--- config.mk ---
export PLATFORM = sky130hd
export DESIGN_NAME = cks_dma_engine
export DESIGN_NICKNAME = d
export VERILOG_FILES = /design/src/rtl/cks_pkg.sv /design/src/rtl/cks_regs.sv /design/src/rtl/cks_fetch.sv /design/src/rtl/cks_accum.sv /design/src/rtl/cks_dma_engine.sv
export SDC_FILE = /design/constraint.sdc
export NUM_CORES = 1
export LEC_CHECK = 0
export ABC_AREA = 0
export CORE_AREA = 2 2 141 143
export DETAILED_ROUTE_END_ITERATION = 10
export DIE_AREA = 0 0 143 145
export PLACE_DENSITY = 0.59
export SYNTH_ARGS = -nofsm -noshare
export SYNTH_HDL_FRONTEND = slang
export SYNTH_HIERARCHICAL = 1
export SYNTH_SLANG_ARGS = --single-unit
--- constraint.sdc ---
create_clock -name clk -period 5.2 [get_ports clk]
set_input_delay 1.56 -clock clk [delete_from_list [all_inputs] [get_ports clk]]
set_output_delay 1.56 -clock clk [all_outputs]
set_load 0.01 [all_outputs]
--- src/rtl/cks_pkg.sv ---
package cks_pkg;

   // Register offsets seen on the register port
   typedef enum logic [2:0] {
      RS_CTRL = 3'd0,
      RS_BASE = 3'd1,
      RS_LEN  = 3'd2,
      RS_SEED = 3'd3,
      RS_SUM  = 3'd4
   } reg_sel_e;

   // Control register bit positions
   localparam int unsigned CB_GO   = 0;
   localparam int unsigned CB_COPY = 1;
   localparam int unsigned CB_SEED = 2;

   localparam int unsigned WORD_W = 16;

   // Ones'-complement addition with end-around carry
   function automatic logic [WORD_W-1:0] oc_add16(input logic [WORD_W-1:0] a,
                                                  input logic [WORD_W-1:0] b);
      logic [WORD_W:0] s;
      s = {1'b0, a} + {1'b0, b};
      return s[WORD_W-1:0] + {{(WORD_W-1){1'b0}}, s[WORD_W]};
   endfunction

endpackage

--- src/rtl/cks_regs.sv ---
module cks_regs
   import cks_pkg::*;
#(
   parameter int unsigned ADDR_W = 15,
   parameter int unsigned LEN_W  = 16
) (
   input  logic                clk,
   input  logic                rst_n,
   input  logic                we,
   input  logic [2:0]          addr,
   input  logic [WORD_W-1:0]   wdata,
   input  logic                finish,
   input  logic [WORD_W-1:0]   result_in,
   output logic                busy,
   output logic                launch,
   output logic [ADDR_W-1:0]   base,
   output logic [LEN_W-1:0]    len,
   output logic [WORD_W-1:0]   launch_seed,
   output logic [WORD_W-1:0]   rdata
);

   logic                busy_q;
   logic                copy_q;
   logic                seedsel_q;
   logic [ADDR_W-1:0]   base_q;
   logic [LEN_W-1:0]    len_q;
   logic [WORD_W-1:0]   seed_q;
   logic [WORD_W-1:0]   sum_q;
   logic                idle_wr;
   reg_sel_e            sel;

   assign sel     = reg_sel_e'(addr);
   assign idle_wr = we && !busy_q;
   assign launch  = idle_wr && (sel == RS_CTRL) && wdata[CB_GO] && !wdata[CB_COPY];
   // seed selector written in the same cycle as go takes effect at once
   assign launch_seed = wdata[CB_SEED] ? seed_q : '0;

   always_ff @(posedge clk) begin
      if (!rst_n) begin
         busy_q    <= 1'b0;
         copy_q    <= 1'b0;
         seedsel_q <= 1'b0;
         base_q    <= '0;
         len_q     <= '0;
         seed_q    <= '0;
         sum_q     <= '0;
      end else begin
         if (idle_wr) begin
            case (sel)
               RS_CTRL: begin
                  copy_q    <= wdata[CB_COPY];
                  seedsel_q <= wdata[CB_SEED];
               end
               RS_BASE: base_q <= wdata[ADDR_W-1:0];
               RS_LEN:  len_q  <= wdata[LEN_W-1:0];
               RS_SEED: seed_q <= wdata;
               default: ;
            endcase
         end
         if (launch) begin
            busy_q <= 1'b1;
         end else if (finish) begin
            busy_q <= 1'b0;
         end
         if (finish) begin
            sum_q <= result_in;
         end
      end
   end

   always_comb begin
      case (sel)
         RS_CTRL: rdata = WORD_W'({seedsel_q, copy_q, busy_q});
         RS_BASE: rdata = WORD_W'(base_q);
         RS_LEN:  rdata = WORD_W'(len_q);
         RS_SEED: rdata = seed_q;
         RS_SUM:  rdata = sum_q;
         default: rdata = '0;
      endcase
   end

   assign busy = busy_q;
   assign base = base_q;
   assign len  = len_q;

endmodule

--- src/rtl/cks_fetch.sv ---
module cks_fetch #(
   parameter int unsigned ADDR_W    = 15,
   parameter int unsigned LEN_W     = 16,
   parameter int unsigned BUF_BYTES = 24576
) (
   input  logic               clk,
   input  logic               rst_n,
   input  logic               launch,
   input  logic [ADDR_W-1:0]  base,
   input  logic [LEN_W-1:0]   len,
   output logic               mem_rd_en,
   output logic [ADDR_W-1:0]  mem_addr,
   output logic               byte_vld,
   output logic               byte_even,
   output logic               byte_last,
   output logic               empty_fin
);

   localparam logic [ADDR_W-1:0] WRAP_AT = ADDR_W'(BUF_BYTES - 1);
   localparam logic [LEN_W-1:0]  ONE_LEFT = LEN_W'(1);

   logic [ADDR_W-1:0] addr_q;
   logic [LEN_W-1:0]  rem_q;
   logic              odd_q;
   logic              empty_q;
   logic              vld_q;
   logic              even_q;
   logic              last_q;
   logic              issuing;

   assign issuing = (rem_q != '0);

   // issue side: one byte address per cycle
   always_ff @(posedge clk) begin
      if (!rst_n) begin
         addr_q  <= '0;
         rem_q   <= '0;
         odd_q   <= 1'b0;
         empty_q <= 1'b0;
      end else if (launch) begin
         addr_q  <= base;
         rem_q   <= len;
         odd_q   <= 1'b0;
         empty_q <= (len == '0);
      end else begin
         empty_q <= 1'b0;
         if (issuing) begin
            addr_q <= (addr_q == WRAP_AT) ? '0 : addr_q + 1'b1;
            rem_q  <= rem_q - 1'b1;
            odd_q  <= ~odd_q;
         end
      end
   end

   // return side: tags aligned with the one-cycle RAM latency
   always_ff @(posedge clk) begin
      if (!rst_n) begin
         vld_q  <= 1'b0;
         even_q <= 1'b0;
         last_q <= 1'b0;
      end else begin
         vld_q  <= issuing;
         even_q <= ~odd_q;
         last_q <= (rem_q == ONE_LEFT);
      end
   end

   assign mem_rd_en = issuing;
   assign mem_addr  = addr_q;
   assign byte_vld  = vld_q;
   assign byte_even = even_q;
   assign byte_last = last_q;
   assign empty_fin = empty_q;

endmodule

--- src/rtl/cks_accum.sv ---
module cks_accum
   import cks_pkg::*;
#(
   parameter int unsigned MAP_ZERO = 0
) (
   input  logic               clk,
   input  logic               rst_n,
   input  logic               launch,
   input  logic [WORD_W-1:0]  launch_seed,
   input  logic               byte_vld,
   input  logic               byte_even,
   input  logic               byte_last,
   input  logic [7:0]         byte_data,
   input  logic               empty_fin,
   output logic               finish,
   output logic [WORD_W-1:0]  result
);

   logic [WORD_W-1:0] acc_q;
   logic [7:0]        hi_q;
   logic [WORD_W-1:0] word;
   logic              add_word;
   logic [WORD_W-1:0] sum_next;
   logic [WORD_W-1:0] final_sum;
   logic [WORD_W-1:0] raw;

   assign word      = byte_even ? {byte_data, 8'h00} : {hi_q, byte_data};
   assign add_word  = byte_vld && (!byte_even || byte_last);
   assign sum_next  = oc_add16(acc_q, word);
   assign finish    = empty_fin || (byte_vld && byte_last);
   assign final_sum = empty_fin ? acc_q : sum_next;
   assign raw       = ~final_sum;

   generate
      if (MAP_ZERO != 0) begin : g_map_zero
         assign result = (raw == '0) ? '1 : raw;
      end else begin : g_plain
         assign result = raw;
      end
   endgenerate

   always_ff @(posedge clk) begin
      if (!rst_n) begin
         acc_q <= '0;
         hi_q  <= '0;
      end else begin
         if (launch) begin
            acc_q <= launch_seed;
         end else if (add_word) begin
            acc_q <= sum_next;
         end
         if (byte_vld && byte_even) begin
            hi_q <= byte_data;
         end
      end
   end

endmodule

--- src/rtl/cks_dma_engine.sv ---
module cks_dma_engine
   import cks_pkg::*;
#(
   parameter int unsigned ADDR_W    = 15,
   parameter int unsigned LEN_W     = 16,
   parameter int unsigned BUF_BYTES = 24576,
   parameter int unsigned MAP_ZERO  = 0
) (
   input  logic              clk,
   input  logic              rst_n,
   input  logic              reg_we,
   input  logic [2:0]        reg_addr,
   input  logic [15:0]       reg_wdata,
   output logic [15:0]       reg_rdata,
   output logic              mem_rd_en,
   output logic [ADDR_W-1:0] mem_addr,
   input  logic [7:0]        mem_rd_data,
   output logic              done_o,
   output logic              irq_o
);

   initial begin
      assert (ADDR_W >= 1 && ADDR_W <= WORD_W)
         else $fatal(1, "ADDR_W must lie in 1..16");
      assert (LEN_W >= 1 && LEN_W <= WORD_W)
         else $fatal(1, "LEN_W must lie in 1..16");
      assert (BUF_BYTES >= 2 && BUF_BYTES <= (1 << ADDR_W))
         else $fatal(1, "BUF_BYTES must fit the address width");
      assert (MAP_ZERO <= 1)
         else $fatal(1, "MAP_ZERO must be 0 or 1");
   end

   logic              busy;
   logic              launch;
   logic [ADDR_W-1:0] base;
   logic [LEN_W-1:0]  len;
   logic [15:0]       launch_seed;
   logic              finish;
   logic [15:0]       result;
   logic              byte_vld;
   logic              byte_even;
   logic              byte_last;
   logic              empty_fin;
   logic              done_q;

   cks_regs #(
      .ADDR_W (ADDR_W),
      .LEN_W  (LEN_W)
   ) u_regs (
      .clk         (clk),
      .rst_n       (rst_n),
      .we          (reg_we),
      .addr        (reg_addr),
      .wdata       (reg_wdata),
      .finish      (finish),
      .result_in   (result),
      .busy        (busy),
      .launch      (launch),
      .base        (base),
      .len         (len),
      .launch_seed (launch_seed),
      .rdata       (reg_rdata)
   );

   cks_fetch #(
      .ADDR_W    (ADDR_W),
      .LEN_W     (LEN_W),
      .BUF_BYTES (BUF_BYTES)
   ) u_fetch (
      .clk       (clk),
      .rst_n     (rst_n),
      .launch    (launch),
      .base      (base),
      .len       (len),
      .mem_rd_en (mem_rd_en),
      .mem_addr  (mem_addr),
      .byte_vld  (byte_vld),
      .byte_even (byte_even),
      .byte_last (byte_last),
      .empty_fin (empty_fin)
   );

   cks_accum #(
      .MAP_ZERO (MAP_ZERO)
   ) u_accum (
      .clk         (clk),
      .rst_n       (rst_n),
      .launch      (launch),
      .launch_seed (launch_seed),
      .byte_vld    (byte_vld),
      .byte_even   (byte_even),
      .byte_last   (byte_last),
      .byte_data   (mem_rd_data),
      .empty_fin   (empty_fin),
      .finish      (finish),
      .result      (result)
   );

   always_ff @(posedge clk) begin
      if (!rst_n) begin
         done_q <= 1'b0;
      end else begin
         done_q <= finish;
      end
   end

   assign done_o = done_q;
   assign irq_o  = done_q;

endmodule

---- After elaboration in Yosys (flattened, before gate mapping) ----
Index checks and enable logic that the tools add are counted.
Widths: inputs -> output; s select.
word-level totals
  output and inout bits ................... 34
  logic and storage cells ................. 67
  bits of input ports ..................... 30
  bits in registers ....................... 127
cells by class
  bitwise operators ....................... 3
  equality and inequality tests ........... 6
  multiplexer cells ....................... 13
  reduce and logical (&&, ||, !) cells .... 24
  $add $sub $neg .......................... 4
operator list
  operator               number
  $mux 16                7
  $pmux 16 s5            1
  $mux 15                3
  $add 16x16->17         1
  $add 16x1->16          1
  $eq 16x1->1 const B    1
  $logic_not 16->1       1
  $not 16->16            1
  $reduce_bool 16->1     1
  $sub 16x1->16 const B  1
  $add 15x1->15 const B  1
  $eq 15x15->1 const B   1
  $reduce_and 2->1       5
  $logic_and 1x1->1      7
  $eq 3x2->1 const B     2
  $reduce_bool 2->1      3
  $eq 3x1->1 const B     1
  $eq 3x3->1 const B     1
  $logic_not 1->1        3
  $logic_not 3->1        1
  $logic_or 1x1->1       2
  $mux 1                 2
  $not 1->1              2
  $reduce_or 2->1        1

---- Longest topological paths before layout ----
  depth in word-level cells ............... 6
  gate-level depth with buffers ........... 20
  mapped depth without buffers ............ 18

---- By module ----
Netlist, hierarchy kept.
modules (own cells, without submodules)
  module          cells each  instances  area an instance (um^2)  sequential area each (um^2)
  cks_regs        321         1          3116.7                   1321.3
  cks_accum       349         1          2686.3                   480.5
  cks_fetch       246         1          1965.6                   720.7
  cks_dma_engine  3           1          33.8                     20.0

---- Worst setup path before layout ----
OpenSTA, ideal clock, no wires.
  path type ............................... in2reg
  start ................................... input port mem_rd_data[0]
  end ..................................... register u_regs.sum_q[10]
  path buffers ............................ 0
  cell stages on the path ................. 18
  setup time .............................. 0.116 ns
  required time ........................... 5.084 ns
  slack ................................... 0.032 ns
  arrival ................................. 5.052 ns
  path through ............................ nor2b_1 > ha_1 > fa_1 > a211oi_2 > o21ai_1 > and3_1 > o41ai_1 > o21ai_0 > a21o_1 > ha_1 > ha_1 > and4_1 > and2_1 > a31oi_1 > nor3b_1 > o21bai_1 > mux2i_1 > nor2b_1
between the ends
  longest elaborated chain between the ends .. 5
ends and longest elaborated chain
  element               line                  RTL
  from (decl)           cks_dma_engine.sv:17  input logic [7:0] mem_rd_data,
  $mux 16               cks_accum.sv:27       assign word = byte_even ? {byte_data, 8'h00} : {hi_q, byte_data};
  $add 16x16->17        cks_pkg.sv:23         s = {1'b0, a} + {1'b0, b};
  $add 16x1->16         cks_pkg.sv:24         return s[WORD_W-1:0] + {{(WORD_W-1){1'b0}}, s[WORD_W]};
  $mux 16               cks_accum.sv:31       assign final_sum = empty_fin ? acc_q : sum_next;
  $not 16->16           cks_accum.sv:32       assign raw = ~final_sum;
  named net result[10]  cks_dma_engine.sv:39  logic [15:0] result;
  to (signal assigned)  cks_regs.sv:66        sum_q <= result_in;
  to (decl)             cks_regs.sv:28        logic [WORD_W-1:0] sum_q;
The timed path passes the listed nets, and every way through them passes these cells.
A chain may end at the register's enable or synchronous reset.

---- Worst setup path after layout ----
  start ................................... input port reg_addr[0]
  end ..................................... output port reg_rdata[0]
between the ends
  longest elaborated chain between the ends .. 2
  elaborated cells on any way between the ends .. 6
  classes of those cells .................. eq/ne (4); mux (1); reduce/logical (1)
ends and longest elaborated chain
  element                                   line                  RTL
  from (decl)                               cks_dma_engine.sv:12  input logic [2:0] reg_addr,
  $eq 3x3->1, or another cell as far along  cks_regs.sv:72        case (sel)
  $pmux 16 s5 *                             cks_regs.sv:72
  to (decl)                                 cks_dma_engine.sv:14  output logic [15:0] reg_rdata,
Every way passes the cells marked *; elsewhere a longest branch is shown, timed or not.

==> load_flow_metrics.sql <==
INSERT INTO impl_metrics (metric_group, metric, value, unit) VALUES
('routing', 'first_iter_violations', '538', ''),
('cts', 'clock_latency', '0.43', 'ns'),
('cts', 'numClockSinks', '127', ''),
('cts', 'post_cts_buffers', '0', ''),
('power_and_ir_drop', 'internal_power', '0.00251', 'W'),
('cells_and_area', 'flow.area_growth_from_synthesis', '22.5', '%'),
('grt', 'grt.total_usage', '21.9', '%'),
('sta', 'max_freq', '196', 'MHz'),
('floorplan', 'die_area', '20700', 'µm²'),
('worst_setup_path', 'startpoint', 'reg_addr[0]', ''),
('logic_synthesis', 'ys_async_sr_fraction', '0', '%'),
('sta', 'rsz0062_at_grt', 'no', ''),
('sta', 'setup-violations-final', '0', ''),
('placement', 'dpl.cell_count', '1259', ''),
('logic_synthesis', 'synth.yosys.seq_area_share', '32.6', '%'),
('logic_synthesis', 'yosys-top-cells-area', 'sky130_fd_sc_hd__dfxtp_1 33%, sky130_fd_sc_hd__mux2i_1 12%, sky130_fd_sc_hd__nand2_1 6.6%', ''),
('power_and_ir_drop', 'leakagePower', '3.84', 'nW'),
('power_and_ir_drop', 'net-switching-power', '0.00153', 'W'),
('logic_synthesis', 'synth_edf_count', '0', ''),
('cts', 'cts_inserted_buffers', '17', ''),
('placement', 'gpl_congestion', '0.923', ''),
('routing', 'drc', '0', ''),
('logic_synthesis', 'netlist_area', '7800', 'µm²'),
('placement', 'place.detailed.hpwl', '16800', 'µm'),
('floorplan', 'floorplan.io_pins', '64', ''),
('routing', 'wire_per_inst', '17.6', 'µm'),
('sta', 'final_period_minus_worst_setup_slack', '5.11', 'ns'),
('logic_synthesis', 'syn-num-nets', '971', ''),
('logic_synthesis', 'postSynthRegisterBits', '127', ''),
('sta', 'final_max_slew_viol_count', '0', ''),
('sta', 'maxSlewHeadroom', '27.3', '%'),
('grt', 'initial_antenna_violation_count', '0', ''),
('routing', 'route.final.wire_length', '22700', 'µm'),
('sta', 'worst_slew_pin_slew', '1.09', 'ns'),
('routing', 'detail_route.first_pass.iterations', '5', ''),
('cts', 'cts.root.buffer_cell', 'sky130_fd_sc_hd__clkbuf_16', ''),
('logic_synthesis', 'synth_flop_type', 'sky130_fd_sc_hd__dfxtp_1', ''),
('logic_synthesis', 'post-synth-top-count-cell', 'sky130_fd_sc_hd__nand2_1', ''),
('sta', 'holdWs', '0.454', 'ns'),
('routing', 'routed-via-count', '7061', ''),
('cells_and_area', 'finalNonFillerCells', '1291', ''),
('sta', 'fin_crit_sh', '98.3', '%'),
('power_and_ir_drop', 'ir_worst_vdd', '0.242', 'mV'),
('logic_synthesis', 'synth_area_leader_cell', 'sky130_fd_sc_hd__dfxtp_1', ''),
('cells_and_area', 'final_net_count', '1065', ''),
('worst_setup_path', 'worst_setup_path_start_kind', 'input port', ''),
('cts', 'clockBufferDepth', '2', ''),
('logic_synthesis', 'synth-warning-count', '6', ''),
('outcome', 'run_status', 'finished clean', ''),
('cts', 'clock_tree_from_tritoncts', 'yes', ''),
('worst_setup_path', 'worst_ep_arrival_time', '3.55', 'ns'),
('power_and_ir_drop', 'comb_power_share', '41.3', '%'),
('logic_synthesis', 'post_synth_num_cell_types', '86', ''),
('worst_setup_path', 'required_worst_endpoint', '3.64', 'ns'),
('power_and_ir_drop', 'power.share.clock', '27.8', '%'),
('worst_setup_path', 'critical_path_class', 'in -> out', ''),
('grt', 'grt-ovfl-total', '0', ''),
('logic_synthesis', 'synth_common_cells', '137 x sky130_fd_sc_hd__nand2_1, 127 x sky130_fd_sc_hd__dfxtp_1, 94 x sky130_fd_sc_hd__mux2i_1', ''),
('power_and_ir_drop', 'switching_share', '37.9', '%'),
('cts', 'clkTransAtPathRegs', '0.06', 'ns'),
('cells_and_area', 'finalCoreUtilization', '49.7', '%'),
('worst_hold_path', 'timing.hold.worst.start', 'u_fetch/odd_q', ''),
('power_and_ir_drop', 'seq_power_share', '30.9', '%'),
('logic_synthesis', 'synth_top_area_share', '32.6', '%'),
('grt', 'via_count_of_the_first_global_routing_pass', '6580', ''),
('cts', 'cts_max_level', '4', ''),
('floorplan', 'floorplan.rows', '51', ''),
('flow_run', 'cap_violations', '0', ''),
('logic_synthesis', 'postSynthAreaPerCell', '8.49', 'µm²'),
('floorplan', 'initial_core_util', '40.6', '%'),
('logic_synthesis', 'syn_inst', '919', '');
logic make-up (layout without fill, tap and decap cells):
kind of cell / Yosys count / after routing / share of synthesized area, %
multiplexers: 107 / 107 / 13.9
flip-flops: 127 / 127 / 32.6
AO/OA/AOI/OAI: 183 / 183 / 15.9
adder cells (fa/ha/maj): 22 / 22 / 3.62
buffers and inverters: 69 / 176 / 4.44
XOR/XNOR: 38 / 38 / 4.36
AND/OR/NAND/NOR: 373 / 373 / 25.2
power groups by stage:
stage          logic (W)  registers (W)  clock network [W]
6_report         0.00167        0.00125            0.00112
5_1_grt          0.00184        0.00127            0.00118
3_3_place_gp     0.00162        0.00127                  0
4_1_cts          0.00164        0.00125            0.00115
3_5_place_dp     0.00163        0.00127                  0
2_1_floorplan    0.00118        0.00121                  0
through the flow:
stage               worst slack, ns  setup TNS [ns]  power (W)  instance area [µm²]
floorplan                    0.0322               0    0.00239                 7800
global placement             -0.337           -3.16    0.00289                 8960
detailed placement           -0.452           -5.44    0.00290                 8960
CTS                          0.0794               0    0.00404                 9530
global route                0.00750               0    0.00429                 9560
finish                       0.0906               0    0.00404                 9560
placed cells by master (no fill, tap or decap), drive strengths merged, types with 21 or more instances in the layout:
master	instances
a22oi	21
mux2i	94
o21ai	48
buf	66
a21oi	30
nand3	29
nand2	138
clkdlybuf4s50	62
xnor2	25
and2	27
dfxtp	127
nor2	45
nor2b	42
ha	21
area by class of cell:
cell class | count | area [µm²]
inverter | 16 | 60.1
clock inverter | 13 | 104
fill | 1859 | 9650
multi-input combinational | 723 | 4950
sequential | 127 | 2540
timing repair buffer | 128 | 1120
clock buffer | 19 | 453
tap | 265 | 332
metal layers:
| layer | wire length [µm] | global-route usage [%] | up-vias |
|---|---|---|---|
| li1 | - | - | 3489 |
| met1 | 11000 | 31.9 | 3367 |
| met4 | 423 | 6.19 | 0 |
| met2 | 10200 | 32.8 | 186 |
| met5 | 0 | 0 | - |
| met3 | 1110 | 4.03 | 19 |
flip-flops by register name, summed over array words and instances (netlist names), 8 cells and up:
register / cells
u_fetch/mem_addr: 15
u_accum/hi_q: 8
u_accum/acc_q: 16
u_regs/base: 15
u_fetch/rem_q: 16
u_regs/len: 16
u_regs/sum_q: 16
u_regs/seed_q: 16
final timing paths:
| check | cells past startpoint | endpoint | slack [ns] |
|---|---|---|---|
| max | 6 | reg_rdata[0] | 0.09 |
| min | 1 | u_fetch/byte_even | 0.45 |
| max reg2reg | 18 | u_regs/sum_q[12] | 0.99 |
| min reg2reg | 1 | u_fetch/byte_even | 0.45 |
worst max-delay path, cell delays in order:
cell	delay, ns
sky130_fd_sc_hd__clkdlybuf4s50_1	0.63
sky130_fd_sc_hd__buf_4	0.21
sky130_fd_sc_hd__mux2_2	0.34
sky130_fd_sc_hd__a22oi_1	0.19
sky130_fd_sc_hd__o22ai_1	0.13
sky130_fd_sc_hd__clkdlybuf4s50_1	0.49
timing repair:
item                                    CTS  global route
hold endpoints to repair                  0             0
endpoints found under the setup margin    1             8
hold buffers                              0             0
resized for setup                         1             7
pin swaps                                 0             4
No activity file was read; power rests on OpenSTA's default activity.
